===== config.mk =====
export PLATFORM = sky130hd
export DESIGN_NAME = padmux_seq
export DESIGN_NICKNAME = d
export VERILOG_FILES = /design/src/rtl/padmux_pkg.sv /design/src/rtl/padmux_addr_gen.sv /design/src/rtl/padmux_seq_ctrl.sv /design/src/rtl/padmux_len_check.sv /design/src/rtl/padmux_seq.sv
export SDC_FILE = /design/constraint.sdc
export NUM_CORES = 1
export LEC_CHECK = 0
export CORE_ASPECT_RATIO = 0.9
export CORE_UTILIZATION = 43
export DETAILED_ROUTE_END_ITERATION = 10
export PLACE_DENSITY = 0.74
export SLEW_MARGIN = 20
export SYNTH_ARGS = -nofsm -noshare
export SYNTH_HDL_FRONTEND = slang
export SYNTH_HIERARCHICAL = 1
export SYNTH_SLANG_ARGS = --single-unit

===== constraint.sdc =====
create_clock -name clk -period 1.7 [get_ports clk]
set_input_delay 0.255 -clock clk [delete_from_list [all_inputs] [get_ports clk]]
set_output_delay 0.255 -clock clk [all_outputs]
set_load 0.03 [all_outputs]

===== src/rtl/padmux_pkg.sv =====
package padmux_pkg;
  typedef enum logic [0:0] {
    ST_IDLE = 1'b0,
    ST_RUN  = 1'b1
  } seq_state_t;
endpackage


===== src/rtl/padmux_addr_gen.sv =====
module padmux_addr_gen #(
  parameter int N_PADS = 16,
  parameter int N_BINS = 250,
  parameter int PAD_W  = 4,
  parameter int BIN_W  = 8
) (
  input  logic             clk,
  input  logic             rst,
  input  logic             clear_i,
  input  logic             step_i,
  output logic [PAD_W-1:0] pad_o,
  output logic [BIN_W-1:0] bin_o,
  output logic             first_o,
  output logic             final_o
);
  localparam logic [PAD_W-1:0] PAD_MAX = PAD_W'(N_PADS - 1);
  localparam logic [BIN_W-1:0] BIN_MAX = BIN_W'(N_BINS - 1);

  logic [PAD_W-1:0] pad_q;
  logic [BIN_W-1:0] bin_q;
  logic             pad_wrap;

  assign pad_wrap = (pad_q == PAD_MAX);

  always_ff @(posedge clk) begin
    if (rst || clear_i) begin
      pad_q <= '0;
      bin_q <= '0;
    end else if (step_i) begin
      if (pad_wrap) begin
        pad_q <= '0;
        bin_q <= (bin_q == BIN_MAX) ? '0 : bin_q + 1'b1;
      end else begin
        pad_q <= pad_q + 1'b1;
      end
    end
  end

  assign pad_o   = pad_q;
  assign bin_o   = bin_q;
  assign first_o = (pad_q == '0) && (bin_q == '0);
  assign final_o = pad_wrap && (bin_q == BIN_MAX);

  AST_PAD_IN_RANGE: assert property (@(posedge clk) disable iff (rst)
    32'(pad_q) < N_PADS);

  AST_BIN_ON_WRAP: assert property (@(posedge clk) disable iff (rst)
    (step_i && !clear_i && pad_wrap && bin_q != BIN_MAX)
      |=> (pad_q == '0) && (bin_q == $past(bin_q) + 1'b1));

  AST_BIN_STILL: assert property (@(posedge clk) disable iff (rst)
    (step_i && !clear_i && !pad_wrap) |=> $stable(bin_q));
endmodule


===== src/rtl/padmux_seq_ctrl.sv =====
module padmux_seq_ctrl
  import padmux_pkg::*;
(
  input  logic clk,
  input  logic rst,
  input  logic start_i,
  input  logic xfer_i,
  input  logic final_i,
  output logic busy_o,
  output logic done_o,
  output logic clear_o
);
  seq_state_t state_q;
  logic       done_q;
  logic       end_xfer;

  assign end_xfer = (state_q == ST_RUN) && xfer_i && final_i;
  assign clear_o  = (state_q == ST_IDLE) && start_i;

  always_ff @(posedge clk) begin
    if (rst) begin
      state_q <= ST_IDLE;
      done_q  <= 1'b0;
    end else begin
      done_q <= end_xfer;
      case (state_q)
        ST_IDLE: if (start_i)  state_q <= ST_RUN;
        ST_RUN:  if (end_xfer) state_q <= ST_IDLE;
        default:               state_q <= ST_IDLE;
      endcase
    end
  end

  assign busy_o = (state_q == ST_RUN);
  assign done_o = done_q;

  AST_START_IGNORED: assert property (@(posedge clk) disable iff (rst)
    (busy_o && start_i && !end_xfer) |=> busy_o);

  AST_DONE_SINGLE: assert property (@(posedge clk) disable iff (rst)
    done_o |=> !done_o);

  AST_DONE_IDLE: assert property (@(posedge clk) disable iff (rst)
    done_o |-> !busy_o);
endmodule


===== src/rtl/padmux_len_check.sv =====
module padmux_len_check #(
  parameter int EXP_LEN = 4000
) (
  input  logic clk,
  input  logic rst,
  input  logic valid_i,
  input  logic last_i,
  output logic err_o
);
  localparam int CNT_W = $clog2(EXP_LEN + 1) + 1;
  localparam logic [CNT_W-1:0] CNT_TOP = '1;

  logic [CNT_W-1:0] cnt_q;
  logic [CNT_W:0]   total;
  logic             err_q;

  assign total = {1'b0, cnt_q} + 1'b1;

  always_ff @(posedge clk) begin
    if (rst) begin
      cnt_q <= '0;
      err_q <= 1'b0;
    end else if (valid_i) begin
      if (last_i) begin
        cnt_q <= '0;
        if (total != (CNT_W+1)'(EXP_LEN)) err_q <= 1'b1;
      end else if (cnt_q != CNT_TOP) begin
        cnt_q <= cnt_q + 1'b1;
      end
    end
  end

  assign err_o = err_q;

  AST_ERR_STICKY: assert property (@(posedge clk) disable iff (rst)
    err_q |=> err_q);

  AST_COUNT_RESTART: assert property (@(posedge clk) disable iff (rst)
    (valid_i && last_i) |=> (cnt_q == '0));
endmodule


===== src/rtl/padmux_seq.sv =====
module padmux_seq #(
  parameter int N_PADS = 16,
  parameter int N_BINS = 250,
  parameter int DW     = 12,
  parameter int PAD_W  = $clog2(N_PADS),
  parameter int BIN_W  = $clog2(N_BINS)
) (
  input  logic             clk,
  input  logic             rst,
  input  logic             start_i,
  input  logic [DW-1:0]    samp_i,
  input  logic             m_ready_i,
  output logic             busy_o,
  output logic             done_o,
  output logic [PAD_W-1:0] pad_sel_o,
  output logic [BIN_W-1:0] bin_sel_o,
  output logic             m_valid_o,
  output logic [DW-1:0]    m_data_o,
  output logic             m_first_o,
  output logic             m_last_o,
  input  logic             s_valid_i,
  input  logic             s_last_i,
  output logic             len_err_o
);
  localparam int EVT_LEN = N_PADS * N_BINS;

  logic xfer, clear, first_w, final_w, busy_w;

  assign m_valid_o = busy_w;
  assign busy_o    = busy_w;
  assign xfer      = busy_w && m_ready_i;
  assign m_data_o  = samp_i;
  assign m_first_o = busy_w && first_w;
  assign m_last_o  = busy_w && final_w;

  padmux_addr_gen #(
    .N_PADS(N_PADS), .N_BINS(N_BINS), .PAD_W(PAD_W), .BIN_W(BIN_W)
  ) u_addr (
    .clk(clk), .rst(rst), .clear_i(clear), .step_i(xfer),
    .pad_o(pad_sel_o), .bin_o(bin_sel_o),
    .first_o(first_w), .final_o(final_w)
  );

  padmux_seq_ctrl u_ctrl (
    .clk(clk), .rst(rst), .start_i(start_i), .xfer_i(xfer),
    .final_i(final_w), .busy_o(busy_w), .done_o(done_o), .clear_o(clear)
  );

  padmux_len_check #(.EXP_LEN(EVT_LEN)) u_chk (
    .clk(clk), .rst(rst), .valid_i(s_valid_i), .last_i(s_last_i),
    .err_o(len_err_o)
  );

  AST_HOLD_ON_STALL: assert property (@(posedge clk) disable iff (rst)
    (m_valid_o && !m_ready_i)
      |=> m_valid_o && $stable(pad_sel_o) && $stable(bin_sel_o));

  AST_DONE_AFTER_LAST: assert property (@(posedge clk) disable iff (rst)
    (m_valid_o && m_ready_i && m_last_o) |=> done_o && !m_valid_o);

  AST_START_FROM_IDLE: assert property (@(posedge clk) disable iff (rst)
    (!busy_o && start_i) |=> m_valid_o && m_first_o);
endmodule


Word-level counts from Yosys, hierarchy flattened
Index checks and enable logic that the tools add are counted.
W data, S select, Z words.
{"block": "op_classes", "mul": 0, "n_bitwise": 1, "eq_ne": 4, "n_lt_le_gt_ge": 0, "muxes": 7, "n_addsub": 4, "n_div": 0, "n_reduce_logical": 15, "shift": 0}
{"operator": "$mux W13", "n": 2}
{"operator": "$add A13 B1 Y14 const B", "n": 1}
{"operator": "$ne A14 B12 Y1 const B", "n": 1}
{"operator": "$add A13 B1 Y13 const B", "n": 1}
{"operator": "$ne A13 B13 Y1 const B", "n": 1}
{"operator": "$add A8 B1 Y8 const B", "n": 1}
{"operator": "$eq A8 B8 Y1 const B", "n": 1}
{"operator": "$logic_and A1 B1 Y1", "n": 8}
{"operator": "$logic_not A8 Y1", "n": 1}
{"operator": "$mux W8", "n": 1}
{"operator": "$add A4 B1 Y4 const B", "n": 1}
{"operator": "$eq A4 B4 Y1 const B", "n": 1}
{"operator": "$logic_not A4 Y1", "n": 1}
{"operator": "$mux W4", "n": 1}
{"operator": "$reduce_and A2 Y1", "n": 2}
{"operator": "$reduce_and A3 Y1", "n": 1}
{"operator": "$mux W1", "n": 2}
{"operator": "$pmux W1 S2", "n": 1}
{"operator": "$reduce_bool A2 Y1", "n": 1}
{"operator": "$logic_or A1 B1 Y1", "n": 1}
{"operator": "$not A1 Y1", "n": 1}
{"block": "totals", "ram_bits": 0, "in_bits": 18, "out_inout_bits": 30, "n_memories": 0, "rom_bits": 0, "latch_bits": 0, "register_bits": 28}

Logic depth before layout (Yosys ltp)
{"block": "depth", "ltp_word": 5, "ltp_mapped": 7, "ltp_nobuf": 6}

Cells and area by module
Netlist, hierarchy kept.
{"mod": "padmux_len_check", "instances": 1, "area_per_inst_um2": 893.4, "cells_per_inst": 111, "seq_area_each_um2": 280.3}
{"mod": "padmux_addr_gen", "instances": 1, "area_per_inst_um2": 649.4, "cells_per_inst": 72, "seq_area_each_um2": 240.2}
{"mod": "padmux_seq", "instances": 1, "area_per_inst_um2": 116.4, "cells_per_inst": 16, "seq_area_each_um2": 0.0}
{"mod": "padmux_seq_ctrl", "instances": 1, "area_per_inst_um2": 70.1, "cells_per_inst": 6, "seq_area_each_um2": 40.0}

Worst setup path after synthesis
OpenSTA, ideal clock, no wires.
{"block": "synth_path", "kind": "register -> register", "start": "register u_ctrl.state_q, in the netlist u_ctrl/busy_o", "end": "register u_addr.bin_q[3], in the netlist u_addr/bin_o[3]", "path_stages_with_launch": 6, "n_path_buf": 1, "t_arrival_ps": 1690, "t_required_ps": 1630, "setup_ps": 70, "setup_slack_ps": -60, "path_cell_list": "dfxtp_1 -> and2_1 -> nand4_2 -> buf_2 -> or3_1 -> a21oi_1"}
{"block": "synth_between", "word_cells_on_any_way": 5, "cone_classes": "bitwise (1); reduce/logical (4)"}
{"element": "start, declared", "line_no": "padmux_seq_ctrl.sv:13", "source": "seq_state_t state_q;"}
{"element": "start signal, assigned", "line_no": "padmux_seq_ctrl.sv:22", "source": "state_q <= ST_IDLE;"}
{"element": "start signal, assigned", "line_no": "padmux_seq_ctrl.sv:27", "source": "ST_IDLE: if (start_i) state_q <= ST_RUN;"}
{"element": "start signal, assigned", "line_no": "padmux_seq_ctrl.sv:28", "source": "ST_RUN: if (end_xfer) state_q <= ST_IDLE;"}
{"element": "$logic_and A1 B1 Y1", "line_no": "padmux_seq.sv:31", "source": "assign xfer = busy_w && m_ready_i;"}
{"element": "net xfer", "line_no": "padmux_seq.sv:27", "source": "logic xfer, clear, first_w, final_w, busy_w;"}
{"element": "$reduce_and A2 Y1 (no source line)"}
{"element": "end signal, assigned", "line_no": "padmux_addr_gen.sv:32", "source": "bin_q <= (bin_q == BIN_MAX) ? '0 : bin_q + 1'b1;"}
{"element": "end, declared", "line_no": "padmux_addr_gen.sv:20", "source": "logic [BIN_W-1:0] bin_q;"}
The timed path passes the listed nets, and every way through them passes these cells.
A chain may end at the register's enable or synchronous reset.

Worst setup path after layout
{"block": "layout_path", "start": "register u_addr.bin_q[1], in the netlist u_addr/bin_o[1]", "end": "output port m_last_o"}
{"block": "layout_between", "elab_chain_len": 3}
{"element": "$eq A8 B8 Y1", "line_no": "padmux_addr_gen.sv:42", "source": "assign final_o = pad_wrap && (bin_q == BIN_MAX);"}
{"element": "$logic_and A1 B1 Y1", "line_no": "padmux_addr_gen.sv:42"}
{"element": "net final_w", "line_no": "padmux_seq.sv:27"}
{"element": "$logic_and A1 B1 Y1", "line_no": "padmux_seq.sv:34", "source": "assign m_last_o = busy_w && final_w;"}
{"element": "end, declared", "line_no": "padmux_seq.sv:20", "source": "output logic m_last_o,"}
The timed path passes the listed nets, and every way through them passes these cells.

==> impl.org <==
** Routing
- Average vias per placed instance :: 5.843
- First-iteration detailed-routing DRC count :: 233
- Antenna-violating nets left :: 0
- DRC violation count after routing :: 0
- Detailed-route wire length :: 4762 um
- The first TritonRoute pass finished after 5 iterations.
- Total number of vias :: 1747
- After detailed routing, the average wire length per cell comes to 15.93 um.

** Clock network
- TritonCTS built the clock tree.
- The later pin in the worst-skew pair is clocked with a latency of 0.28 ns.
- Worst-path clk slew :: 0.11 ns
- The clock net in this run drives a total of 28 sinks.
- Buffers inserted during clock tree synthesis total 3.
- Root Driver :: clkbuf_8
- Maximum buffer depth of the clock tree :: 2
- The number of hold buffers added after CTS was 0.
- In this run the number of H-tree levels came out at 1.

** Synthesis
- The share of the Yosys chip area taken by registers is 0.3242.
- Post-Syn Instances :: 205
- For this run, the leading register cell type out of synthesis is dfxtp_1.
- Compound-cell area share of the yosys netlist :: 0.2055
- Of the total synthesized cell area, the portion taken by AND, OR, NAND and NOR gates is 0.2988.
- Multiplexer area fraction after synthesis :: 0.005789
- Of the total synthesized cell area, the portion taken by full adders, half adders and majority gates is 0.05065.
- Ys Warns :: 6
- The number of nets handed over by synthesis was 230.
- Of the total synthesized cell area, the portion taken by XOR and XNOR cells is 0.02533.
- In the synthesized netlist the async set-or-reset flop fraction comes to 0.
- Number of flops mapped to enable cells by yosys :: 0
- The synthesized design contains 28 register bits.
- Post-synth design cell area :: 1729 sq um
- By area, the combinational part of the netlist is dominated by simple AND/OR/NAND/NOR gates.
- After synthesis, the mean cell area works out to 8.435 sq um.
- Library cells used by synthesis :: 46

** Place
- Routability congestion estimate :: 0.8686
- Number of buffers inserted by port buffering :: 23
- Once detailed placement completed, the half-perimeter wirelength came to 3172 um.
- Pre-CTS setup slack :: -0.1697 ns

** Finish
- The library cells used most frequently in the layout, excluding fill and tap cells, are buf_4 (41), nor2_1 (18), a21oi_1 (16).
- The final layout contains 279 nets.
- Layout cells sized above 1 :: 0.3202
- Most common library cell in the layout ignoring fill and taps :: buf_4
- The repair_antennas step left the layout with diodes totalling 0.
- Area growth, synth to finish :: 37.70%

** Setup path
- Beginning of the worst register-to-register path :: u_chk/cnt_q[6]
- The worst setup path is launched from a flip-flop.
- At the worst endpoint, the arrival time is 1.54 ns.
- The worst setup path is of the flip-flop to primary output kind.
- The worst setup path is captured at a primary output.
- In this run the worst setup path begins at u_addr/bin_o[1].
- Maximum fanout along the worst path :: 5
- CP required :: 1.44 ns

** Pwr
- Of the total power, the share spent switching nets is 0.2282.
- Sequential Power Share :: 0.494
- Relative contribution of combinational cells to total power :: 0.109
- For this design the static power due to leakage is 0.001008 uW.
- The internal portion of the total power is 1046 uW.
- IR analysis of the VDD net gives a maximum drop of 311.4 uV.
- Power density of the placed cells :: 569.0 nW/um^2
- The design draws 1355 uW.
- Of the total power, the clock network draws 0.397.
- Summed over all nets, the switching power comes to 309.1 uW.

** Floorplanning
- The die covers 4279 sq um.
- The die is 68.85 um wide.
- Effective utilization at floorplan :: 0.4570
- Core Region :: 3784 sq um
- 48 I/O pins were placed.
- After floorplanning, the core was divided into 21 placement rows.
- From bottom edge to top edge, the die measures 62.16 um.

** Outcome
- Violated checks :: setup timing
- The run finished, with violations left.

** Min path
- The tightest min-delay check is of the input pin to primary output type.
- The startpoint identified for the worst hold timing path is samp_i[0].

** Global route
- After global routing the overflow that remains totals 0.
- Entering global routing, the biggest net connects 17 pins.
- Global-route wire length before repair :: 7231 um
- The via count of the first global-routing pass came to 1560.
- Total global routing track utilization :: 0.2172
- Number of antenna violations at the first check in global routing :: 0

** Timing
- The worst pin sits at a relative slew slack of 0.7676.
- In the finished design, the share of the clock period the worst path needs comes to 1.054.
- The max-slew violation total from the final report came to 0.
- RSZ-0062 raised after global routing :: true
- Based on the critical path, the design can be clocked at up to 0.5579 GHz.
- Hold violation total from the final report :: 0
- Number of setup violations in the final report :: 2
- Slew @ Worst Pin :: 0.3475 ns
- On the final layout, the worst clock skew is 0.008516 ns.
- Counting I/O delays and the setup requirement, the final critical path takes 1.792 ns.
- In the post-route analysis, the smallest setup slack over all paths is -0.09239 ns.

** Flow run
- Max-cap viol count :: 0
==> power groups by stage <==
stage          Sequential (uW)  Clock (uW)  Combinational, uW
2_1_floorplan              695           0                112
3_3_place_gp               685           0                138
3_5_place_dp               686           0                138
4_1_cts                    671         544                145
5_1_grt                    671         573                159
6_report                   669         538                148
==> cell type report <==
cell class / instances / area [sq um]
Clock buffer: 3 / 41.29
Fill cell: 311 / 1403
Inverter: 6 / 25.02
Timing Repair Buffer: 64 / 541.8
Tap cell: 46 / 57.56
Multi-Input combinational cell: 151 / 1104
Sequential cell: 28 / 581.8
Clock inverter: 1 / 30.03
==> final timing paths <==
path,endpoint,slack (ns),cells past startpoint
worst max-delay path,m_last_o,-0.09,6
worst min-delay path,m_data_o[0],0.51,0
worst max register to register,u_chk/cnt_q[9],0.06,6
worst min register to register,u_addr/bin_o[1],0.53,2
==> cells by family (layout without fill, tap and decap cells) <==
logic type | Yosys count | in the layout
AND/OR/NAND/NOR | 86 | 86
AO/OA/AOI/OAI | 52 | 52
flip-flops | 28 | 28
buffers and inverters | 26 | 74
adder cells (fa/ha/maj) | 7 | 7
XOR/XNOR | 5 | 5
multiplexers | 1 | 1
==> per-stage QoR <==
stage                     cells  setup TNS (ns)  utilization  hold WS [ns]  area (sq um)
after global placement      292         -0.6198       0.5728        0.4972          2167
final                       299        -0.09618       0.6293        0.5100          2381
after floorplan             205               0            -        0.3256          1732
after global routing        299         -0.2562       0.6293        0.5100          2381
after detailed placement    292         -0.9693       0.5728        0.5051          2167
after CTS                   297        -0.06150       0.6055        0.5102          2291
==> layer usage <==
layer / routed length (um) / global-route usage / up-vias
li1: - / - / 851
met1: 2150 / 0.3205 / 823
met2: 2275 / 0.2998 / 61
met3: 265 / 0.04412 / 12
met4: 72 / 0.09184 / 0
met5: 0 / 0 / -
==> critical path, stage by stage (launching register included) <==
cell and delay (ns):
dfxtp_4 0.38, inv_4 0.07, ha_4 0.11, nand3b_1 0.17, nor3_2 0.22, and2_1 0.17
buf_6 0.13
==> Yosys cell counts, types with 3 or more instances <==
cell type | count | area share
dfxtp_1 | 28 | 0.32
nor2_1 | 18 | 0.039
a21oi_1 | 16 | 0.046
nand2_1 | 15 | 0.033
buf_4 | 14 | 0.061
a31oi_1 | 9 | 0.033
nor3_1 | 9 | 0.026
nand3_1 | 8 | 0.023
ha_1 | 7 | 0.051
inv_1 | 6 | 0.013
a211oi_1 | 4 | 0.017
and2_1 | 4 | 0.014
buf_2 | 4 | 0.012
nand2b_1 | 4 | 0.014
nand4_1 | 4 | 0.014
o31ai_1 | 4 | 0.017
a22oi_1 | 3 | 0.013
a311oi_1 | 3 | 0.015
nand4_2 | 3 | 0.022
o21ai_0 | 3 | 0.0087
or4_1 | 3 | 0.013
xnor2_1 | 3 | 0.015
==> flip-flops by register name, summed over array words and instances, names as in the netlist <==
name,flops
u_chk/err_o,1
u_ctrl/busy_o,1
u_chk/cnt_q,13
u_addr/bin_o,8
u_addr/pad_o,4
u_ctrl/done_o,1
==> repair_timing <==
action                     CTS  global route
setup buffers                1             2
gates resized for setup     24            19
setup endpoints to repair   17            20
pin swaps                    3             5
Note: power is estimated with default switching activity, not from simulation.
